### src/rtl/cfgx_pkg.sv
// Package cfgx_pkg
// Shared widths, state and index-format types of the configuration
// address translator. Assumes a 32-bit configuration index and data path.
package cfgx_pkg;
    localparam int unsigned CFG_W        = 32;
    localparam int unsigned LANES        = CFG_W / 8;
    localparam int unsigned IRQ_LINES    = 4;
    localparam logic [7:0]  IRQ_TAG_BASE = 8'h1B;

    typedef enum logic [1:0] {
        ST_IDLE = 2'd0,
        ST_BUSY = 2'd1,
        ST_DONE = 2'd2
    } cfgx_state_e;

    typedef enum logic [1:0] {
        FMT_ONEHOT = 2'd0,
        FMT_TYPE1  = 2'd1,
        FMT_ESCAPE = 2'd2
    } cfgx_fmt_e;
endpackage

### src/rtl/cfgx_xlat.sv
// Module cfgx_xlat
// Combinational rewrite of the stored configuration index into a
// bus/device/function/register address. It merges the low offset bits
// of the data-window access. Assumes index bit 31 marks the escape form
// and bit 0 the type-1 form; otherwise the index is one-hot in its
// upper bits.
module cfgx_xlat
    import cfgx_pkg::*;
#(
    parameter int unsigned ADDR_W   = CFG_W,
    parameter int unsigned SLOT_LSB = 11
) (
    input  logic [ADDR_W-1:0] idx,
    input  logic [2:0]        off,
    output logic [ADDR_W-1:0] xaddr,
    output cfgx_fmt_e         fmt
);
    localparam int unsigned SLOT_W = $clog2(ADDR_W);

    logic              slot_found;
    logic [SLOT_W-1:0] slot_num;
    logic [ADDR_W-1:0] slot_field;
    logic [ADDR_W-1:0] onehot_addr;

    // Find the lowest set bit of the device-select field (scan from the top).
    always_comb begin
        slot_found = 1'b0;
        slot_num   = '0;
        for (int b = ADDR_W - 1; b >= int'(SLOT_LSB); b--) begin
            if (idx[b]) begin
                slot_found = 1'b1;
                slot_num   = SLOT_W'(b);
            end
        end
    end

    // Place the slot number; an empty select field gives all ones from SLOT_LSB up.
    always_comb begin
        if (slot_found)
            slot_field = {{(ADDR_W-SLOT_W){1'b0}}, slot_num} << SLOT_LSB;
        else
            slot_field = {ADDR_W{1'b1}} << SLOT_LSB;
    end

    // Function and register bits come from the index, byte bits from the offset.
    assign onehot_addr = slot_field |
                         {{(ADDR_W-SLOT_LSB){1'b0}}, idx[SLOT_LSB-1:3], off};

    // Select the format and the resulting address.
    always_comb begin
        if (idx[ADDR_W-1]) begin
            fmt   = FMT_ESCAPE;
            xaddr = idx | {{(ADDR_W-2){1'b0}}, off[1:0]};
        end else if (idx[0]) begin
            fmt   = FMT_TYPE1;
            xaddr = {idx[ADDR_W-1:3], off};
        end else begin
            fmt   = FMT_ONEHOT;
            xaddr = onehot_addr;
        end
    end
endmodule

### src/rtl/cfgx_swizzle.sv
// Module cfgx_swizzle
// Interrupt swizzle: pin p of device d drives line (p + d) mod IRQ_LINES.
// Combinational. Assumes IRQ_LINES pins per device, packed with device d
// at bits [IRQ_LINES*d +: IRQ_LINES]. The clock and reset serve only the
// embedded check.
module cfgx_swizzle
    import cfgx_pkg::*;
#(
    parameter int unsigned NUM_DEV = 32
) (
    input  logic                         clk,
    input  logic                         rst_n,
    input  logic [NUM_DEV*IRQ_LINES-1:0] pin,
    output logic [IRQ_LINES-1:0]         line
);
    for (genvar l = 0; l < IRQ_LINES; l++) begin : g_line
        // OR every pin whose rotated position lands on line l.
        always_comb begin
            line[l] = 1'b0;
            for (int d = 0; d < int'(NUM_DEV); d++)
                for (int p = 0; p < int'(IRQ_LINES); p++)
                    if (((p + d) % int'(IRQ_LINES)) == l)
                        line[l] = line[l] | pin[d*IRQ_LINES + p];
        end
    end


    idle_pins_quiet_chk: assert property (@(posedge clk) disable iff (!rst_n)
        (pin == '0) |-> (line == '0));
endmodule

### src/rtl/cfgx_ctrl.sv
// Module cfgx_ctrl
// Slave-side sequencer. It holds the index register, decodes the two
// windows and forms byte enables. It launches one downstream request per
// data-window access and returns the completion. Assumes the master
// holds s_req until s_ack and drops it in the cycle s_ack is seen.
module cfgx_ctrl
    import cfgx_pkg::*;
#(
    parameter int unsigned WIN_BITS = 12
) (
    input  logic              clk,
    input  logic              rst_n,
    input  logic              s_req,
    input  logic              s_we,
    input  logic              s_win_data,
    input  logic [1:0]        s_lane,
    input  logic [1:0]        s_size,
    input  logic [CFG_W-1:0]  s_wdata,
    output logic              s_ack,
    output logic [CFG_W-1:0]  s_rdata,
    input  logic [CFG_W-1:0]  xaddr,
    output logic [CFG_W-1:0]  idx,
    output logic              d_valid,
    output logic              d_we,
    output logic [CFG_W-1:0]  d_addr,
    output logic [LANES-1:0]  d_be,
    output logic [CFG_W-1:0]  d_wdata,
    input  logic              d_ready,
    input  logic [CFG_W-1:0]  d_rdata
);
    cfgx_state_e      state;
    logic [LANES-1:0] be;
    logic             accept;

    assign accept  = (state == ST_IDLE) && s_req;
    assign s_ack   = (state == ST_DONE);
    assign d_valid = (state == ST_BUSY);

    // Byte enables from access size and lane offset (little-endian).
    always_comb begin
        case (s_size)
            2'd0:    be = LANES'(1) << s_lane;
            2'd1:    be = s_lane[1] ? 4'b1100 : 4'b0011;
            default: be = '1;
        endcase
    end

    // Sequencer: idle, downstream request in flight, completion pulse.
    always_ff @(posedge clk) begin
        if (!rst_n) begin
            state <= ST_IDLE;
        end else begin
            case (state)
                ST_IDLE: if (s_req) state <= s_win_data ? ST_BUSY : ST_DONE;
                ST_BUSY: if (d_ready) state <= ST_DONE;
                default: state <= ST_IDLE;
            endcase
        end
    end

    // Index register: byte-enabled writes through the index window.
    always_ff @(posedge clk) begin
        if (!rst_n) begin
            idx <= '0;
        end else if (accept && !s_win_data && s_we) begin
            for (int k = 0; k < int'(LANES); k++)
                if (be[k]) idx[8*k +: 8] <= s_wdata[8*k +: 8];
        end
    end

    // Request fields captured when a data-window access is accepted.
    always_ff @(posedge clk) begin
        if (!rst_n) begin
            d_we    <= 1'b0;
            d_addr  <= '0;
            d_be    <= '0;
            d_wdata <= '0;
        end else if (accept && s_win_data) begin
            d_we    <= s_we;
            d_addr  <= xaddr;
            d_be    <= be;
            d_wdata <= s_wdata;
        end
    end

    // Read data: the index for the index window, the downstream data otherwise.
    always_ff @(posedge clk) begin
        if (!rst_n)
            s_rdata <= '0;
        else if (accept && !s_win_data)
            s_rdata <= idx;
        else if (d_valid && d_ready)
            s_rdata <= d_rdata;
    end


    req_hold_chk: assert property (@(posedge clk) disable iff (!rst_n)
        (d_valid && !d_ready) |=> (d_valid && $stable(d_addr) && $stable(d_be)));


    ack_pulse_chk: assert property (@(posedge clk) disable iff (!rst_n)
        s_ack |=> !s_ack);


    ack_after_hs_chk: assert property (@(posedge clk) disable iff (!rst_n)
        (d_valid && d_ready) |=> (s_ack && !d_valid));


    index_no_req_chk: assert property (@(posedge clk) disable iff (!rst_n)
        (accept && !s_win_data) |=> (!d_valid && s_ack));


    reset_quiet_chk: assert property (@(posedge clk)
        $rose(rst_n) |-> (!s_ack && !d_valid && idx == '0));
endmodule

### src/rtl/cfgx_top.sv
// Module cfgx_top
// Configuration access port: index and data windows on a slave bus,
// index translation, downstream request port and interrupt swizzle.
// Assumes the window select sits at s_addr[WIN_BITS]; the offset bits
// above bit 2 do not affect the translation.
module cfgx_top
    import cfgx_pkg::*;
#(
    parameter int unsigned WIN_BITS = 12,
    parameter int unsigned NUM_DEV  = 32
) (
    input  logic                         clk,
    input  logic                         rst_n,
    input  logic                         s_req,
    input  logic                         s_we,
    input  logic [WIN_BITS:0]            s_addr,
    input  logic [1:0]                   s_size,
    input  logic [CFG_W-1:0]             s_wdata,
    output logic                         s_ack,
    output logic [CFG_W-1:0]             s_rdata,
    output logic                         d_valid,
    output logic                         d_we,
    output logic [CFG_W-1:0]             d_addr,
    output logic [LANES-1:0]             d_be,
    output logic [CFG_W-1:0]             d_wdata,
    input  logic                         d_ready,
    input  logic [CFG_W-1:0]             d_rdata,
    input  logic [NUM_DEV*IRQ_LINES-1:0] irq_pin,
    output logic [IRQ_LINES-1:0]         irq_line
);
    logic [CFG_W-1:0] idx;
    logic [CFG_W-1:0] xaddr;
    cfgx_fmt_e        fmt;
    logic             unused_off_bits;

    assign unused_off_bits = ^{s_addr[WIN_BITS-1:3], fmt};

    cfgx_ctrl #(.WIN_BITS(WIN_BITS)) u_ctrl (
        .clk       (clk),
        .rst_n     (rst_n),
        .s_req     (s_req),
        .s_we      (s_we),
        .s_win_data(s_addr[WIN_BITS]),
        .s_lane    (s_addr[1:0]),
        .s_size    (s_size),
        .s_wdata   (s_wdata),
        .s_ack     (s_ack),
        .s_rdata   (s_rdata),
        .xaddr     (xaddr),
        .idx       (idx),
        .d_valid   (d_valid),
        .d_we      (d_we),
        .d_addr    (d_addr),
        .d_be      (d_be),
        .d_wdata   (d_wdata),
        .d_ready   (d_ready),
        .d_rdata   (d_rdata)
    );

    cfgx_xlat #(.ADDR_W(CFG_W), .SLOT_LSB(11)) u_xlat (
        .idx  (idx),
        .off  (s_addr[2:0]),
        .xaddr(xaddr),
        .fmt  (fmt)
    );

    cfgx_swizzle #(.NUM_DEV(NUM_DEV)) u_swz (
        .clk  (clk),
        .rst_n(rst_n),
        .pin  (irq_pin),
        .line (irq_line)
    );


    escape_pass_chk: assert property (@(posedge clk) disable iff (!rst_n)
        (d_valid && idx[31]) |-> (d_addr[31:2] == idx[31:2]));


    type1_keep_chk: assert property (@(posedge clk) disable iff (!rst_n)
        (d_valid && !idx[31] && idx[0]) |-> (d_addr[31:3] == idx[31:3]));


    empty_slot_chk: assert property (@(posedge clk) disable iff (!rst_n)
        (d_valid && !idx[31] && !idx[0] && idx[31:11] == '0) |-> (&d_addr[31:11]));


    onehot_fn_chk: assert property (@(posedge clk) disable iff (!rst_n)
        (d_valid && !idx[31] && !idx[0]) |-> (d_addr[10:3] == idx[10:3]));
endmodule

### config.mk
export PLATFORM = sky130hd
export DESIGN_NAME = cfgx_top
export DESIGN_NICKNAME = d
export VERILOG_FILES = /design/src/rtl/cfgx_pkg.sv /design/src/rtl/cfgx_xlat.sv /design/src/rtl/cfgx_swizzle.sv /design/src/rtl/cfgx_ctrl.sv /design/src/rtl/cfgx_top.sv
export SDC_FILE = /design/constraint.sdc
export NUM_CORES = 1
export LEC_CHECK = 0
export CORE_MARGIN = 5
export CORE_UTILIZATION = 35
export CTS_CLUSTER_SIZE = 25
export DETAILED_ROUTE_END_ITERATION = 6
export GPL_TIMING_DRIVEN = 0
export PLACE_DENSITY = 0.69
export SETUP_SLACK_MARGIN = 0.2
export SYNTH_ARGS = -nofsm -noshare
export SYNTH_HDL_FRONTEND = slang
export SYNTH_HIERARCHICAL = 1
export SYNTH_SLANG_ARGS = --single-unit
### constraint.sdc
create_clock -name clk -period 3.04 [get_ports clk]
set_input_delay 0.456 -clock clk [delete_from_list [all_inputs] [get_ports clk]]
set_output_delay 0.456 -clock clk [all_outputs]
set_load 0.01 [all_outputs]
==> impl_results.md <==
* Status: finished clean
* Full die area at 20200 um2
* PD cells at 480 nW/um2
* Clock slew at reported path FFs at 0.05 ns
* Period utilization at 86.3%
* Critical path peak fanout at 1
* Clock Tree Root: clkbuf_16
* Final Critical Period at 2.62 ns
* Row cnt at 48
* Syn_nets at 939
* Gr ovfl total at 0
* HP Class: input port to flip-flop
* PortBufs at 308
* Lkg Pwr at 3.83 nW
* Placed wire-length estimate at 19.1 mm
* Global Route Usage Sum at 22.8%
* Reg2Reg Setup Slack at 0.90 ns
* Final hold violation count at 0
* WP data arrival at 2.17 ns
* Core area at 17200 um2
* Fill cell count at 1608
* Critical path capture point type: primary output
* DR iter-0 viols at 323
* Initial antenna violation count at 5
* Initial Util at 35.5%
* DRC Markers at 0
* Post-CTS Hold Buffers at 0
* Setup Fix Bufs, Post-CTS at 0
* Average size of a mapped cell at 8.41 um2
* Placement Setup Slack at 0.424 ns
* Max-slew headroom at 62.8%
* CP required at 2.58 ns
* First-pass GRT wire length at 35.6 mm
* Share of layout cells above drive strength 1 at 6.76%
* Gate Count Post-Synth at 727
* Io pins at 319
* Vias per inst at 4.90
* MaxCap Viol Count at 0
* FMAX at 381 MHz
* Kind of critical path: input port to primary output
* Area Growth Syn to Fin at 64.0%
* Vias in the first global route at 6401
* Final worst slack at 0.417 ns
* Total number of vias at 6347
* Cell Area, Synth at 6110 um2
* Clock Latency Late Sink at 0.42 ns
* First drt pass iteration count at 5
* Peak VDD IR at 371 uV
* Final net count at 1266
* Routed len/inst at 18.4 um
* Drt total wl at 23.9 mm
* Setup Skew at 0.00670 ns
* CTS tree: yes
* DIE WIDTH at 142 um
* Setup tns final at 0 ns
* Clk sinks at 135
* # H-tree levels at 4
* Pin slew with the least headroom to its limit at 0.558 ns
* Antenna viol nets, final at 0
* Num CTS Buffers at 17
* Routability cong. at 0.848
* Max Slew Vio Count at 0
* Clk buf depth at 2
* Largest net degree at the start of global routing at 17
* YS warnings at 6
* CP Launch Type: input port
* Unrepaired setup endpoints after global routing: no
* Setup violators final at 0
* Die height at 142 um
* CTS resizes at 0
## registers in the layout, indices dropped and copies added, names as in the netlist
name            count
u_ctrl/s_rdata     32
u_ctrl/d_be         4
u_ctrl/d_addr      32
u_ctrl/idx         32
u_ctrl/d_wdata     32
u_ctrl/state        2
u_ctrl/d_we         1
## placed cells by master, fill, tap and decap left out, drive strengths merged, types with 2 or more instances in the layout
master / count
nand3: 18
o21a: 3
o22ai: 2
o211ai: 2
or4: 5
buf: 32
dfxtp: 135
o221ai: 2
nand2: 186
o211a: 2
diode: 5
nor4: 36
nor2: 16
nor3b: 5
clkbuf: 49
a21o: 15
nor2b: 3
o21ai: 51
nand4: 8
a21boi: 65
nand2b: 2
inv: 5
mux2i: 48
clkdlybuf4s50: 308
nor3: 5
or2: 7
a21oi: 38
a31oi: 2
clkinv: 3
## path summary, 6_finish.rpt
| check | startpoint | end | cells after the start |
|---|---|---|---|
| worst max-delay path | irq_pin[75] | irq_line[1] | 5 |
| worst min-delay path | rst_n | u_ctrl/idx[29]$_SDFFE_PN0P_ | 3 |
| worst max register to register | u_ctrl/idx[15]$_SDFFE_PN0P_ | u_ctrl/d_addr[27]$_SDFFE_PN0P_ | 7 |
| worst min register to register | u_ctrl/d_wdata[5]$_SDFFE_PN0P_ | u_ctrl/d_wdata[5]$_SDFFE_PN0P_ | 2 |
## report_power, final
| group | leakage [nW] | internal, mW | switching, mW | total, mW |
|---|---|---|---|---|
| logic | 2.46 | 0.564 | 0.405 | 0.969 |
| registers | 1.10 | 1.87 | 0.0668 | 1.94 |
| clock network | 0.264 | 1.18 | 0.727 | 1.90 |
## stage by stage
step | total power, mW | utilization, % | hold slack [ns] | instances | area [um2]
floorplan | 2.37 | - | 0.441 | 727 | 6110
global placement | 2.93 | 55.0 | 0.449 | 1260 | 9480
detailed placement | 2.94 | 55.0 | 0.457 | 1260 | 9480
CTS | 4.85 | 58.1 | 0.348 | 1290 | 10000
global route | 5.00 | 58.2 | 0.390 | 1295 | 10000
finish | 4.81 | 58.2 | 0.367 | 1295 | 10000
## cell type report
cell class	count	area, um2	area share [%]
antenna	5	12.5	0.125
buffer	55	292	2.91
clock buffer	26	489	4.88
clock inverter	4	45.0	0.449
inverter	5	18.8	0.187
multi-input combinational	532	3100	30.9
sequential	135	2700	27.0
tap	225	282	2.81
timing repair buffer	308	3080	30.8
## worst max-delay path, cell delays in order
cell             delay [ns]
clkdlybuf4s50_1        0.41
nor4_1                 0.45
nand4_1                0.13
or2_1                  0.25
clkdlybuf4s50_1        0.48
## metal layers
| metal | vias up | global-route usage (%) | wire [um] |
|---|---|---|---|
| li1 | 3205 | - | - |
| met1 | 2839 | 25.9 | 9350 |
| met2 | 266 | 38.7 | 11600 |
| met3 | 37 | 8.10 | 2310 |
| met4 | 0 | 10.1 | 622 |
| met5 | - | 0 | 0 |
Power figures use the tool's default switching activity.
